===== config.mk =====
export PLATFORM = sky130hd
export DESIGN_NAME = ep_reg_lock
export DESIGN_NICKNAME = d
export VERILOG_FILES = /design/src/rtl/ep_lock_pkg.sv /design/src/rtl/ep_lock_tracker.sv /design/src/rtl/ep_setup_window.sv /design/src/rtl/ep_irq_flag.sv /design/src/rtl/ep_reg_lock.sv
export SDC_FILE = /design/constraint.sdc
export NUM_CORES = 1
export LEC_CHECK = 0
export BUFFER_PORTS_ARGS = -buffer_cell sky130_fd_sc_hd__clkbuf_2
export CAP_MARGIN = 0
export CORE_MARGIN = 4
export CORE_UTILIZATION = 44
export CTS_CLUSTER_DIAMETER = 200
export CTS_CLUSTER_SIZE = 8
export DETAILED_ROUTE_END_ITERATION = 6
export GPL_ROUTABILITY_DRIVEN = 0
export PLACE_DENSITY = 0.85
export SYNTH_ARGS = -nofsm -noshare
export SYNTH_HDL_FRONTEND = slang
export SYNTH_HIERARCHICAL = 1
export SYNTH_SLANG_ARGS = --single-unit

===== constraint.sdc =====
create_clock -name clk_i -period 1.8 [get_ports clk_i]
set_clock_uncertainty 0.2 [all_clocks]
set_input_delay 0 -clock clk_i [delete_from_list [all_inputs] [get_ports clk_i]]
set_output_delay 0 -clock clk_i [all_outputs]
set_load 0.02 [all_outputs]

===== src/rtl/ep_lock_pkg.sv =====
package ep_lock_pkg;
  localparam int ADDR_W = 2;
  typedef enum logic [ADDR_W-1:0] {
    A_MODE = 2'd0,
    A_CNT  = 2'd1,
    A_STAT = 2'd2,
    A_NONE = 2'd3
  } reg_addr_e;
  localparam int NUM_LOCK = 2;
  localparam int L_MODE = 0;
  localparam int L_CNT  = 1;
endpackage


===== src/rtl/ep_lock_tracker.sv =====
module ep_lock_tracker (
  input  logic clk_i,
  input  logic rst_ni,
  input  logic hw_evt_i,
  input  logic cpu_rd_i,
  output logic locked_o
);
  always_ff @(posedge clk_i or negedge rst_ni) begin
    if (!rst_ni)       locked_o <= 1'b0;
    else if (hw_evt_i) locked_o <= 1'b1;
    else if (cpu_rd_i) locked_o <= 1'b0;
  end

  AST_LOCK_ON_EVT: assert property (@(posedge clk_i) disable iff (!rst_ni)
    hw_evt_i |=> locked_o);
  AST_READ_UNLOCK: assert property (@(posedge clk_i) disable iff (!rst_ni)
    cpu_rd_i && !hw_evt_i |=> !locked_o);
endmodule


===== src/rtl/ep_setup_window.sv =====
module ep_setup_window (
  input  logic clk_i,
  input  logic rst_ni,
  input  logic setup_i,
  input  logic data_end_i,
  output logic open_o
);
  always_ff @(posedge clk_i or negedge rst_ni) begin
    if (!rst_ni)         open_o <= 1'b0;
    else if (setup_i)    open_o <= 1'b1;
    else if (data_end_i) open_o <= 1'b0;
  end

  AST_WIN_OPENS: assert property (@(posedge clk_i) disable iff (!rst_ni)
    setup_i |=> open_o);
endmodule


===== src/rtl/ep_irq_flag.sv =====
module ep_irq_flag (
  input  logic clk_i,
  input  logic rst_ni,
  input  logic set_i,
  input  logic clr_i,
  output logic flag_o
);
  always_ff @(posedge clk_i or negedge rst_ni) begin
    if (!rst_ni)    flag_o <= 1'b0;
    else if (set_i) flag_o <= 1'b1;
    else if (clr_i) flag_o <= 1'b0;
  end

  AST_IRQ_SET: assert property (@(posedge clk_i) disable iff (!rst_ni)
    set_i |=> flag_o);
endmodule


===== src/rtl/ep_reg_lock.sv =====
module ep_reg_lock
  import ep_lock_pkg::*;
#(
  parameter int DATA_W = 8
) (
  input  logic              clk_i,
  input  logic              rst_ni,
  input  logic              sie_setup_i,
  input  logic              sie_update_i,
  input  logic              sie_data_end_i,
  input  logic              sie_irq_req_i,
  input  logic [DATA_W-1:0] sie_mode_i,
  input  logic [DATA_W-1:0] sie_cnt_i,
  input  logic [1:0]        cpu_addr_i,
  input  logic              cpu_rd_i,
  input  logic              cpu_wr_i,
  input  logic [DATA_W-1:0] cpu_wdata_i,
  output logic [DATA_W-1:0] cpu_rdata_o,
  output logic [DATA_W-1:0] mode_o,
  output logic [DATA_W-1:0] cnt_o,
  output logic              irq_o
);
  localparam int SB = DATA_W - 1;

  logic [DATA_W-1:0]   mode_q, mode_d, cnt_q, cnt_d;
  logic [NUM_LOCK-1:0] lock_evt, lock_rd, locked;
  logic                win_q;
  reg_addr_e           addr;

  assign addr = reg_addr_e'(cpu_addr_i);

  assign lock_evt[L_MODE] = sie_setup_i | sie_update_i;
  assign lock_evt[L_CNT]  = sie_update_i;
  assign lock_rd[L_MODE]  = cpu_rd_i && (addr == A_MODE);
  assign lock_rd[L_CNT]   = cpu_rd_i && (addr == A_CNT);

  for (genvar g = 0; g < NUM_LOCK; g++) begin : g_lock
    ep_lock_tracker i_trk (
      .clk_i    (clk_i),
      .rst_ni   (rst_ni),
      .hw_evt_i (lock_evt[g]),
      .cpu_rd_i (lock_rd[g]),
      .locked_o (locked[g])
    );
  end

  ep_setup_window i_win (
    .clk_i      (clk_i),
    .rst_ni     (rst_ni),
    .setup_i    (sie_setup_i),
    .data_end_i (sie_data_end_i),
    .open_o     (win_q)
  );

  ep_irq_flag i_irq (
    .clk_i  (clk_i),
    .rst_ni (rst_ni),
    .set_i  (sie_update_i && sie_irq_req_i),
    .clr_i  (cpu_wr_i && (addr == A_STAT) && cpu_wdata_i[0]),
    .flag_o (irq_o)
  );

  always_comb begin
    mode_d = mode_q;
    if (cpu_wr_i && addr == A_MODE && !locked[L_MODE] && !lock_evt[L_MODE])
      mode_d = cpu_wdata_i;
    if (sie_update_i) begin
      mode_d     = sie_mode_i;
      mode_d[SB] = mode_q[SB];
    end
    if (sie_setup_i || win_q) mode_d[SB] = 1'b1;
  end

  always_comb begin
    cnt_d = cnt_q;
    if (sie_update_i) cnt_d = sie_cnt_i;
    else if (cpu_wr_i && addr == A_CNT && !locked[L_CNT]) cnt_d = cpu_wdata_i;
  end

  always_ff @(posedge clk_i or negedge rst_ni) begin
    if (!rst_ni) begin
      mode_q <= '0;
      cnt_q  <= '0;
    end else begin
      mode_q <= mode_d;
      cnt_q  <= cnt_d;
    end
  end

  always_comb begin
    cpu_rdata_o = '0;
    unique case (addr)
      A_MODE: cpu_rdata_o = mode_q;
      A_CNT:  cpu_rdata_o = cnt_q;
      A_STAT: cpu_rdata_o[3:0] = {win_q, locked[L_CNT], locked[L_MODE], irq_o};
      default: cpu_rdata_o = '0;
    endcase
  end

  assign mode_o = mode_q;
  assign cnt_o  = cnt_q;

  AST_SETUP_SETS: assert property (@(posedge clk_i) disable iff (!rst_ni)
    sie_setup_i |=> mode_q[SB] && locked[L_MODE]);
  AST_WIN_HOLDS_BIT: assert property (@(posedge clk_i) disable iff (!rst_ni)
    win_q |-> mode_q[SB]);
  AST_MODE_LOCK_STABLE: assert property (@(posedge clk_i) disable iff (!rst_ni)
    locked[L_MODE] && !sie_setup_i && !sie_update_i |=> $stable(mode_q));
  AST_CNT_LOCK_STABLE: assert property (@(posedge clk_i) disable iff (!rst_ni)
    locked[L_CNT] && !sie_update_i |=> $stable(cnt_q));
  AST_CNT_LOAD: assert property (@(posedge clk_i) disable iff (!rst_ni)
    sie_update_i |=> cnt_q == $past(sie_cnt_i));
  AST_MODE_LOAD: assert property (@(posedge clk_i) disable iff (!rst_ni)
    sie_update_i |=> mode_q[SB-1:0] == $past(sie_mode_i[SB-1:0]));
endmodule


==> metrics.md, run 1 <==
| Metric | Value |
|---|---|
| Setup CP Type | `primary input to register` |
| Die ar. | `3470 µm²` |
| FP Rows | `18` |
| Die width | `58.9 µm` |
| Post-synth EDFFs | `0` |
| Pwr/cell area | `670 nW/µm²` |
| Mapped Area | `1140 µm²` |
| Initial core utilization | `46.0%` |
| Pre-CTS setup slack | `0.195 ns` |
| Max Buffers Root-to-Sink | `2` |
| Total track usage | `26.3%` |
| Synthesized instance count | `123` |
| Hold Vio Cnt, Final | `12` |
| CTS tree | `done` |
| Hpwl dp | `2410 µm` |
| Primary FF master, synth | `dfrtp_1` |
| First-pass GRT wire length | `6630 µm` |
| Die H | `58.9 µm` |
| Worst VDD drop | `783 µV` |
| Vias in the first global route | `1360` |
| Vias | `1382` |
| CORE AREA | `2480 µm²` |
| Minimum clock period | `1.80 ns` |
| Fmax | `0.556 GHz` |
| Postcts setup bufs | `0` |
| Nets | `251` |
| GRT overflow | `0` |
| Setup TNS | `0 ns` |
| Synth top area share | `43.9%` |
| Area Growth Syn to Fin | `64.4%` |
| WHS | `-0.00569 ns` |
| Unique masters post-synth | `26` |
| Post-synth ARST share | `100%` |
| Multi-input gate area | `593 µm²` |
| Clk slew on worst S/H paths | `0.13 ns` |
| Largest area contributor in the netlist | `dfrtp_1` |
| Final-report max-slew violation count | `0` |
| Critical R2R Launch | `g_lock[0].i_trk/locked_o` |
| TritonCTS Buffers | `3` |
| Total Wirelength | `4180 µm` |
| Max-slew headroom | `55.2%` |
| Syn. warnings | `6` |
| Hold Path Class | `primary input to asynchronous set/reset pin` |
| Wire per inst | `17.0 µm` |
| Num Clock Sinks | `20` |
| R2R setup slack | `0.07 ns` |
| R2r endpoint | `mode_o[0]` |
| Register area | `500 µm²` |
| Antenna diodes | `0` |
| Commonest cells post-synth | `dfrtp_1 (20), mux2i_1 (16), o21ai_1 (15)` |
| Tightest Pin Transition | `0.671 ns` |
| Max-cap viol count | `0` |
| Leak Pwr | `0.866 nW` |
| Clk root buf | `clkbuf_4` |
| Worst-path maximum fanout | `8` |
| Worst r2r path cells | `3` |
| Most common cell in the netlist | `dfrtp_1` |
| Vias per cell | `5.62` |
| Post-layout worst setup margin | `0.00282 ns` |
| CP required | `1.79 ns` |
| Sequential area share after synthesis | `43.9%` |
| Worst setup EP type | `register` |
| Initial antenna violation count | `0` |
| H-Tree Depth | `1` |
| Post-DRT Antenna Nets | `0` |
| Fillers | `167` |
| Final period util | `99.8%` |
| Failing checks | `negative hold slack` |
| Setup crit start kind | `primary input` |
| Total power | `1.26 mW` |
| WP data arrival | `1.79 ns` |
| Top cells by area, synth | `dfrtp_1 (44%), mux2i_1 (14%), o21ai_1 (6.6%), nor2b_1 (4.9%), nand2_1 (4.0%)` |
| First DRT Iteration DRCs | `62` |
| DRC errors left | `0` |
| RSZ-0062 raised after global routing | `false` |
| Final setup fails | `0` |
| Top Ports | `59` |
| Layout cell share with drive strength beyond 1 | `33.3%` |
| Yosys reg bits | `20` |
| Drt pass-1 iters | `4` |
| Port Buffer Count | `57` |
| Post-Syn Nets | `157` |
| Largest net degree at the start of global routing | `32` |
| Worst-skew pair later-pin latency | `0.32 ns` |
| Status | `finished with violations` |
| Synthesized area per cell | `9.27 µm²` |
[routing by layer]
layer  track usage (%)  up-vias  share of wire, %
li1                  -      626                 -
met1              29.6      661                36
met2              44.5       80                52
met3              9.65       15               9.7
met4              11.3        0               2.8
met5                 0        -                 0
[placed cells by master (no fill, tap or decap)]
cell type	netlist	routed
a21o_1	4	4
nand3_1	2	2
nand2_1	12	12
a21oi_1	7	7
a31oi_1	7	7
buf_2	3	1
o21ai_2	1	1
mux2i_1	16	16
o21ai_1	15	15
or2_2	1	1
dfrtp_1	20	20
buf_4	1	6
nor2b_1	9	9
nor2_1	5	5
bufinv_16	0	1
dlygate4sd3_1	0	33
clkbuf_2	0	56
and3b_1	1	1
and4b_1	1	1
clkbuf_4	0	3
or4_1	1	1
buf_8	0	1
nor4_4	1	1
inv_1	4	4
o21ai_0	4	4
nor3b_1	1	1
and2_1	1	1
nor4bb_2	0	1
nand2b_1	1	1
[report_power, final]
part           switching, mW  internal (mW)
Combinational          0.199          0.163
Sequential            0.0323          0.485
Clock                  0.150          0.225
[flip-flops by register name, indices dropped and copies added (netlist names)]
name,flops
cnt_o,8
mode_o,8
g_lock.i_trk/locked_o,2
i_irq/flag_o,1
i_win/open_o,1
[worst max-delay path: stages]
cell and delay, ns:
dlygate4sd3_1 0.56, buf_2 0.18, or4_1 0.71, o21ai_1 0.23, a21oi_1 0.10
[per-stage QoR]
stage          instance area (µm²)  std cells  util (%)
2_1_floorplan                 1140        123         -
3_3_place_gp                  1480        209      59.9
3_5_place_dp                  1480        209      59.9
4_1_cts                       1880        247      75.8
5_1_grt                       1870        246      75.7
6_report                      1870        246      75.7
[logic make-up (layout without fill, tap and decap cells)]
group           Yosys count  in the layout  synth area share [%]
buf+inv                  12            105                  4.61
mux                      16             16                  14.1
compound gates           38             38                  18.7
simple gates             37             37                  18.8
flops                    20             20                  43.9
[timing repair]
action | 4_1_cts | 5_1_grt
hold buffers | 34 | 0
endpoints found under the hold margin | 40 | 0
resized for setup | 0 | 3
endpoints found under the setup margin | 0 | 22
[worst max path at each step]
stage | start | end | slack (ns) | cells after the start
2_1_floorplan | g_lock[0].i_trk/locked_o | mode_o[0] | 0.29 | 4
3_3_place_gp | g_lock[0].i_trk/locked_o | mode_o[5] | 0.21 | 3
3_5_place_dp | g_lock[0].i_trk/locked_o | mode_o[7] | 0.19 | 3
4_1_cts | sie_update_i | i_irq/flag_o | 0.04 | 6
5_1_grt | sie_update_i | i_irq/flag_o | 0.02 | 6
6_report | sie_update_i | mode_o[0] | 0.003 | 5
[layout make-up]
cell class,count,share of cell area (%)
clock buffers,3,1.20
clock inverters,1,1.60
inverters,4,0.801
multi-input cells,91,31.6
flip-flops and latches,20,26.7
well taps,30,2.00
repair buffers,97,36.0
(Power assumes the default switching activity.)
==> run 2: changes to the inputs <==
--- a/constraint.sdc
+++ b/constraint.sdc
@@ -3,3 +3,3 @@
 set_input_delay 0 -clock clk_i [delete_from_list [all_inputs] [get_ports clk_i]]
 set_output_delay 0 -clock clk_i [all_outputs]
-set_load 0.02 [all_outputs]
+set_load 0.1 [all_outputs]
==> run 2 against run 1 <==
The flow now finishes without violations. Flip-flop and latch count unchanged. Clock-buffer cell count increased by 1. First-iteration DRC count decreased by 19%. Critical endpoint is now mode_o[2]. Largest cell class unchanged. Largest power group is now combinational logic.
==> metrics.md, run 2 (synthesis gave the netlist of run 1 again) <==
| Metric | Value |
|---|---|
| Status | `finished clean` |
| Initial core utilization | `46.0%` |
| Max Buffers Root-to-Sink | `2` |
| FP Rows | `18` |
| Vias | `1359` |
| Area Growth Syn to Fin | `75.6%` |
| Die H | `58.9 µm` |
| TritonCTS Buffers | `3` |
| Postcts setup bufs | `0` |
| Largest net degree at the start of global routing | `32` |
| Post-layout worst setup margin | `0.0526 ns` |
| Final setup fails | `0` |
| Worst-path maximum fanout | `8` |
| Final std cells w/o fill | `246` |
| Die width | `58.9 µm` |
| Fillers | `155` |
| Antenna diodes | `0` |
| Total Wirelength | `4460 µm` |
| Final-report max-slew violation count | `0` |
| Layout cell share with drive strength beyond 1 | `43.1%` |
| Met2 Usage GRT | `49.8%` |
| CORE AREA | `2480 µm²` |
| Pre-CTS setup slack | `0.186 ns` |
| Layout Utilization | `80.8%` |
| Register area | `517 µm²` |
| Initial antenna violation count | `0` |
| Hold Vio Cnt, Final | `0` |
| Top Ports | `59` |
| Minimum clock period | `1.75 ns` |
| Nets | `251` |
| Most Crowded Layer GR | `met2` |
| Worst VDD drop | `826 µV` |
| WP data arrival | `1.75 ns` |
| Vias per cell | `5.52` |
| Wire per inst | `18.1 µm` |
| Pwr/cell area | `771 nW/µm²` |
| Worst r2r path cells | `3` |
| # resized after CTS | `0` |
| Port Buffer Count | `57` |
| M3 GR Usage | `4.61%` |
| First DRT Iteration DRCs | `50` |
| DRC errors left | `0` |
| Dpl cells | `209` |
| Grt met1 use | `32.2%` |
| Leak Pwr | `0.880 nW` |
| Most frequent cells in the layout | `clkbuf_2 (53), dlygate4sd3_1 (33), mux2i_1 (16)` |
| Total track usage | `28.0%` |
| CTS tree | `done` |
| Setup crit start kind | `primary input` |
| Hold Path Class | `primary input to register` |
| Tightest Pin Transition | `0.694 ns` |
| Max-cap viol count | `0` |
| First-pass GRT wire length | `7180 µm` |
| CP required | `1.80 ns` |
| Vias in the first global route | `1431` |
| Hpwl dp | `2580 µm` |
| GRT overflow | `0` |
| Clk root buf | `clkbuf_4` |
| Max-slew headroom | `53.6%` |
| Fmax | `0.572 GHz` |
| Die ar. | `3470 µm²` |
| Final period util | `97.1%` |
| Worst setup EP type | `register` |
| Post-DRT Antenna Nets | `0` |
| Num Clock Sinks | `20` |
| H-Tree Depth | `1` |
| Setup CP Type | `primary input to register` |
| Worst-skew pair later-pin latency | `0.31 ns` |
| Multi-input gate area | `668 µm²` |
| WHS | `0.0893 ns` |
| Drt pass-1 iters | `4` |
| Hold Path Cell Cnt | `5` |
| Clk slew on worst S/H paths | `0.12 ns` |
| Commonest non-fill, non-tap cell in the layout | `clkbuf_2` |
==> run 2: path summary, 6_finish.rpt <==
| kind | start | to | slack (ns) |
|---|---|---|---|
| min | cpu_addr_i[0] | mode_o[7] | 0.09 |
| max reg2reg | g_lock[0].i_trk/locked_o | mode_o[2] | 0.10 |
| min reg2reg | i_irq/flag_o | i_irq/flag_o | 0.34 |
| max in group asynchronous | rst_ni | mode_o[3] | 0.50 |
| min in group asynchronous | rst_ni | cnt_o[1] | 0.51 |
| max | sie_update_i | mode_o[2] | 0.05 |
==> run 2: per-stage QoR <==
| step | instance area (µm²) | power (mW) | TNS [ns] |
|---|---|---|---|
| after floorplan | 1230 | 1.02 | 0 |
| after global placement | 1640 | 1.19 | 0 |
| after detailed placement | 1640 | 1.20 | 0 |
| after CTS | 1990 | 1.52 | 0 |
| after global routing | 2000 | 1.60 | -0.00939 |
| final | 2000 | 1.54 | 0 |
==> run 2: layer usage <==
metal,wire [µm],vias to the layer above
met5,0,-
met4,149,0
met3,334,18
met2,2360,83
met1,1620,639
li1,-,619
==> run 2: where the power goes <==
group | switching (mW) | internal, mW | leakage (nW)
sequential | 0.0316 | 0.490 | 0.212
combinational | 0.539 | 0.204 | 0.647
clock | 0.155 | 0.124 | 0.0210
total | 0.726 | 0.817 | 0.880
==> run 2: worst max-delay path: stages <==
cell and delay (ns):
dlygate4sd3_1 0.54, clkbuf_2 0.17, or4_1 0.72, o21ai_1 0.23, a21oi_1 0.09
==> run 2: final cells by class <==
cell class | instances | area share, %
inverters | 4 | 0.750
clock buffers | 4 | 1.81
repair buffers | 97 | 36.4
multi-input cells | 91 | 33.4
flip-flops and latches | 20 | 25.8
well taps | 30 | 1.88
==> run 2: what timing repair did <==
item / 4_1_cts / 5_1_grt
setup endpoints to repair: 0 / 0
hold endpoints to repair: 40 / 20
hold buffers: 32 / 1
==> run 3: changes to the inputs <==
Settings changed: CORE_UTILIZATION 44 to 48, PLACE_DENSITY 0.85 to 0.91.
Clock period 1.8 ns to 2.05 ns, I/O delays scaled along.
==> run 3 against run 2 <==
Sequential power is 12% lower. Register-to-register slack better by 0.03 ns. Largest power group unchanged. Total power decreased by 5.9%. First-iteration DRC count is 120% higher. Flip-flop and latch count did not move. Via count grew 12%. Setup slack better by 0.081 ns. Final cell count is 2.0% higher. Non-clock buffer count is 7 higher.
==> metrics.md, run 3 (synthesis gave the netlist of run 1 again) <==
| Metric | Value |
|---|---|
| Most frequent cells in the layout | `clkbuf_2 (55), dlygate4sd3_1 (39), dfrtp_1 (20)` |
| Hpwl dp | `2530 µm` |
| TritonCTS Buffers | `3` |
| Post-DRT Antenna Nets | `0` |
| Register share of total power | `31.7%` |
| Final setup fails | `0` |
| Worst-path cell chain | `nor4_4, nand3_1, dlygate4sd3_1, nand3_1` |
| Initial core utilization | `51.0%` |
| Area Growth Syn to Fin | `76.5%` |
| Wire per inst | `22.1 µm` |
| WHS | `0.0199 ns` |
| Final-report max-slew violation count | `0` |
| Vias per cell | `6.08` |
| Die width | `56.7 µm` |
| Pre-CTS setup slack | `0.347 ns` |
| Die H | `56.7 µm` |
| Placed inst area | `1550 µm²` |
| Num Clock Sinks | `20` |
| Total Wirelength | `5540 µm` |
| Nets | `258` |
| Hold Vio Cnt, Final | `0` |
| Most frequent CP cell | `nand3_1` |
| Worst-skew pair later-pin latency | `0.33 ns` |
| Antenna diodes | `0` |
| CTS tree | `done` |
| # resized after CTS | `0` |
| Total track usage | `35.4%` |
| Worst setup EP type | `register` |
| Fillers | `92` |
| Vias | `1526` |
| Worst path max stage delay | `0.60 ns` |
| Combinational group share of total power | `44.4%` |
| Vias in the first global route | `1606` |
| Setup crit start kind | `register` |
| Sw frac | `46.0%` |
| Minimum clock period | `1.92 ns` |
| FP Rows | `17` |
| Net Sw Power | `0.668 mW` |
| Pwr/cell area | `722 nW/µm²` |
| Commonest non-fill, non-tap cell in the layout | `clkbuf_2` |
| Max-slew headroom | `35.4%` |
| Fmax | `0.522 GHz` |
| WP data arrival | `1.99 ns` |
| CORE AREA | `2230 µm²` |
| Die ar. | `3220 µm²` |
| Clk slew on worst S/H paths | `0.14 ns` |
| Register area | `500 µm²` |
| Status | `finished clean` |
| Setup CP Type | `register to register` |
| Leak Pwr | `0.908 nW` |
| First-pass GRT wire length | `8430 µm` |
| Multi-input gate area | `668 µm²` |
| GRT overflow | `0` |
| Port Buffer Count | `57` |
| Drt pass-1 iters | `4` |
| Internal | `0.785 mW` |
| Worst-path maximum fanout | `4` |
| Layout cell share with drive strength beyond 1 | `36.3%` |
| Top Ports | `59` |
| First DRT Iteration DRCs | `109` |
| Initial antenna violation count | `0` |
| RSZ-0062 raised after global routing | `false` |
| Final period util | `93.5%` |
| Tightest Pin Transition | `0.966 ns` |
| Largest net degree at the start of global routing | `25` |
| Setup TNS | `0 ns` |
| CP required | `2.13 ns` |
| Post-layout worst setup margin | `0.133 ns` |
| Max-cap viol count | `0` |
| DRC errors left | `0` |
| Max Buffers Root-to-Sink | `2` |
| Final non-filler cell area | `2010 µm²` |
| H-Tree Depth | `1` |
| Hold Path Class | `primary input to register` |
| Worst VDD drop | `711 µV` |
| Clock share of power | `24.0%` |
| Worst path slowest cell | `dlygate4sd3_1` |
| Clk root buf | `clkbuf_4` |
-- run 3: cell count changes in the layout (fill, tap and decap cells not counted), sizes merged --
cell,change
clkbuf,+1
dlygate4sd3,+6
buf,-1
bufinv,+1
-- run 3: area by class of cell --
cell class	instances	share of cell area (%)
repair buffers	104	36.8
multi-input cells	91	33.2
flip-flops and latches	20	24.9
well taps	28	1.74
clock inverters	1	1.49
clock buffers	3	1.12
inverters	4	0.746
-- run 3: what timing repair did --
action,CTS,global route
hold buffers,39,0
buffers inserted,0,3
endpoints found under the setup margin,0,1
endpoints found under the hold margin,40,0
-- run 3: path summary, 6_finish.rpt --
kind / startpoint / to / slack [ns] / depth (start not counted)
max: g_lock[0].i_trk/locked_o / mode_o[7] / 0.13 / 4
min: cpu_addr_i[1] / g_lock[0].i_trk/locked_o / 0.02 / 4
max reg2reg: g_lock[0].i_trk/locked_o / mode_o[7] / 0.13 / 4
min reg2reg: i_win/open_o / mode_o[7] / 0.37 / 2
max in group asynchronous: rst_ni / cnt_o[2] / 0.37 / 3
min in group asynchronous: rst_ni / cnt_o[6] / 0.69 / 3
-- run 3: worst max-delay path: cells and delay by family, from the launching register on --
family | cells | cell delay, ns
buffers and inverters | 1 | 0.60
AND/OR/NAND/NOR | 3 | 0.59
flip-flops | 1 | 0.47
-- run 3: metal layers --
layer,routed length (µm),share of wire [%],vias up,track usage (%)
met2,2620,47,138,58.9
li1,-,-,638,-
met5,0,0,-,0
met1,2060,37,723,41.3
met3,585,11,27,6.90
met4,276,5.0,0,21.9
-- run 3: power groups by stage --
stage / clock network, mW / registers, mW / logic, mW
2_1_floorplan: 0 / 0.668 / 0.225
3_3_place_gp: 0 / 0.458 / 0.549
3_5_place_dp: 0 / 0.461 / 0.557
4_1_cts: 0.329 / 0.453 / 0.617
5_1_grt: 0.364 / 0.463 / 0.665
6_report: 0.348 / 0.460 / 0.644
-- run 3: stage by stage --
stage / power [mW] / utilization, % / std cells
after global routing: 1.49 / 90.1 / 251
after CTS: 1.40 / 89.1 / 248
after detailed placement: 1.02 / 69.2 / 205
after floorplan: 0.894 / - / 123
after global placement: 1.01 / 69.2 / 205
final: 1.45 / 90.1 / 251
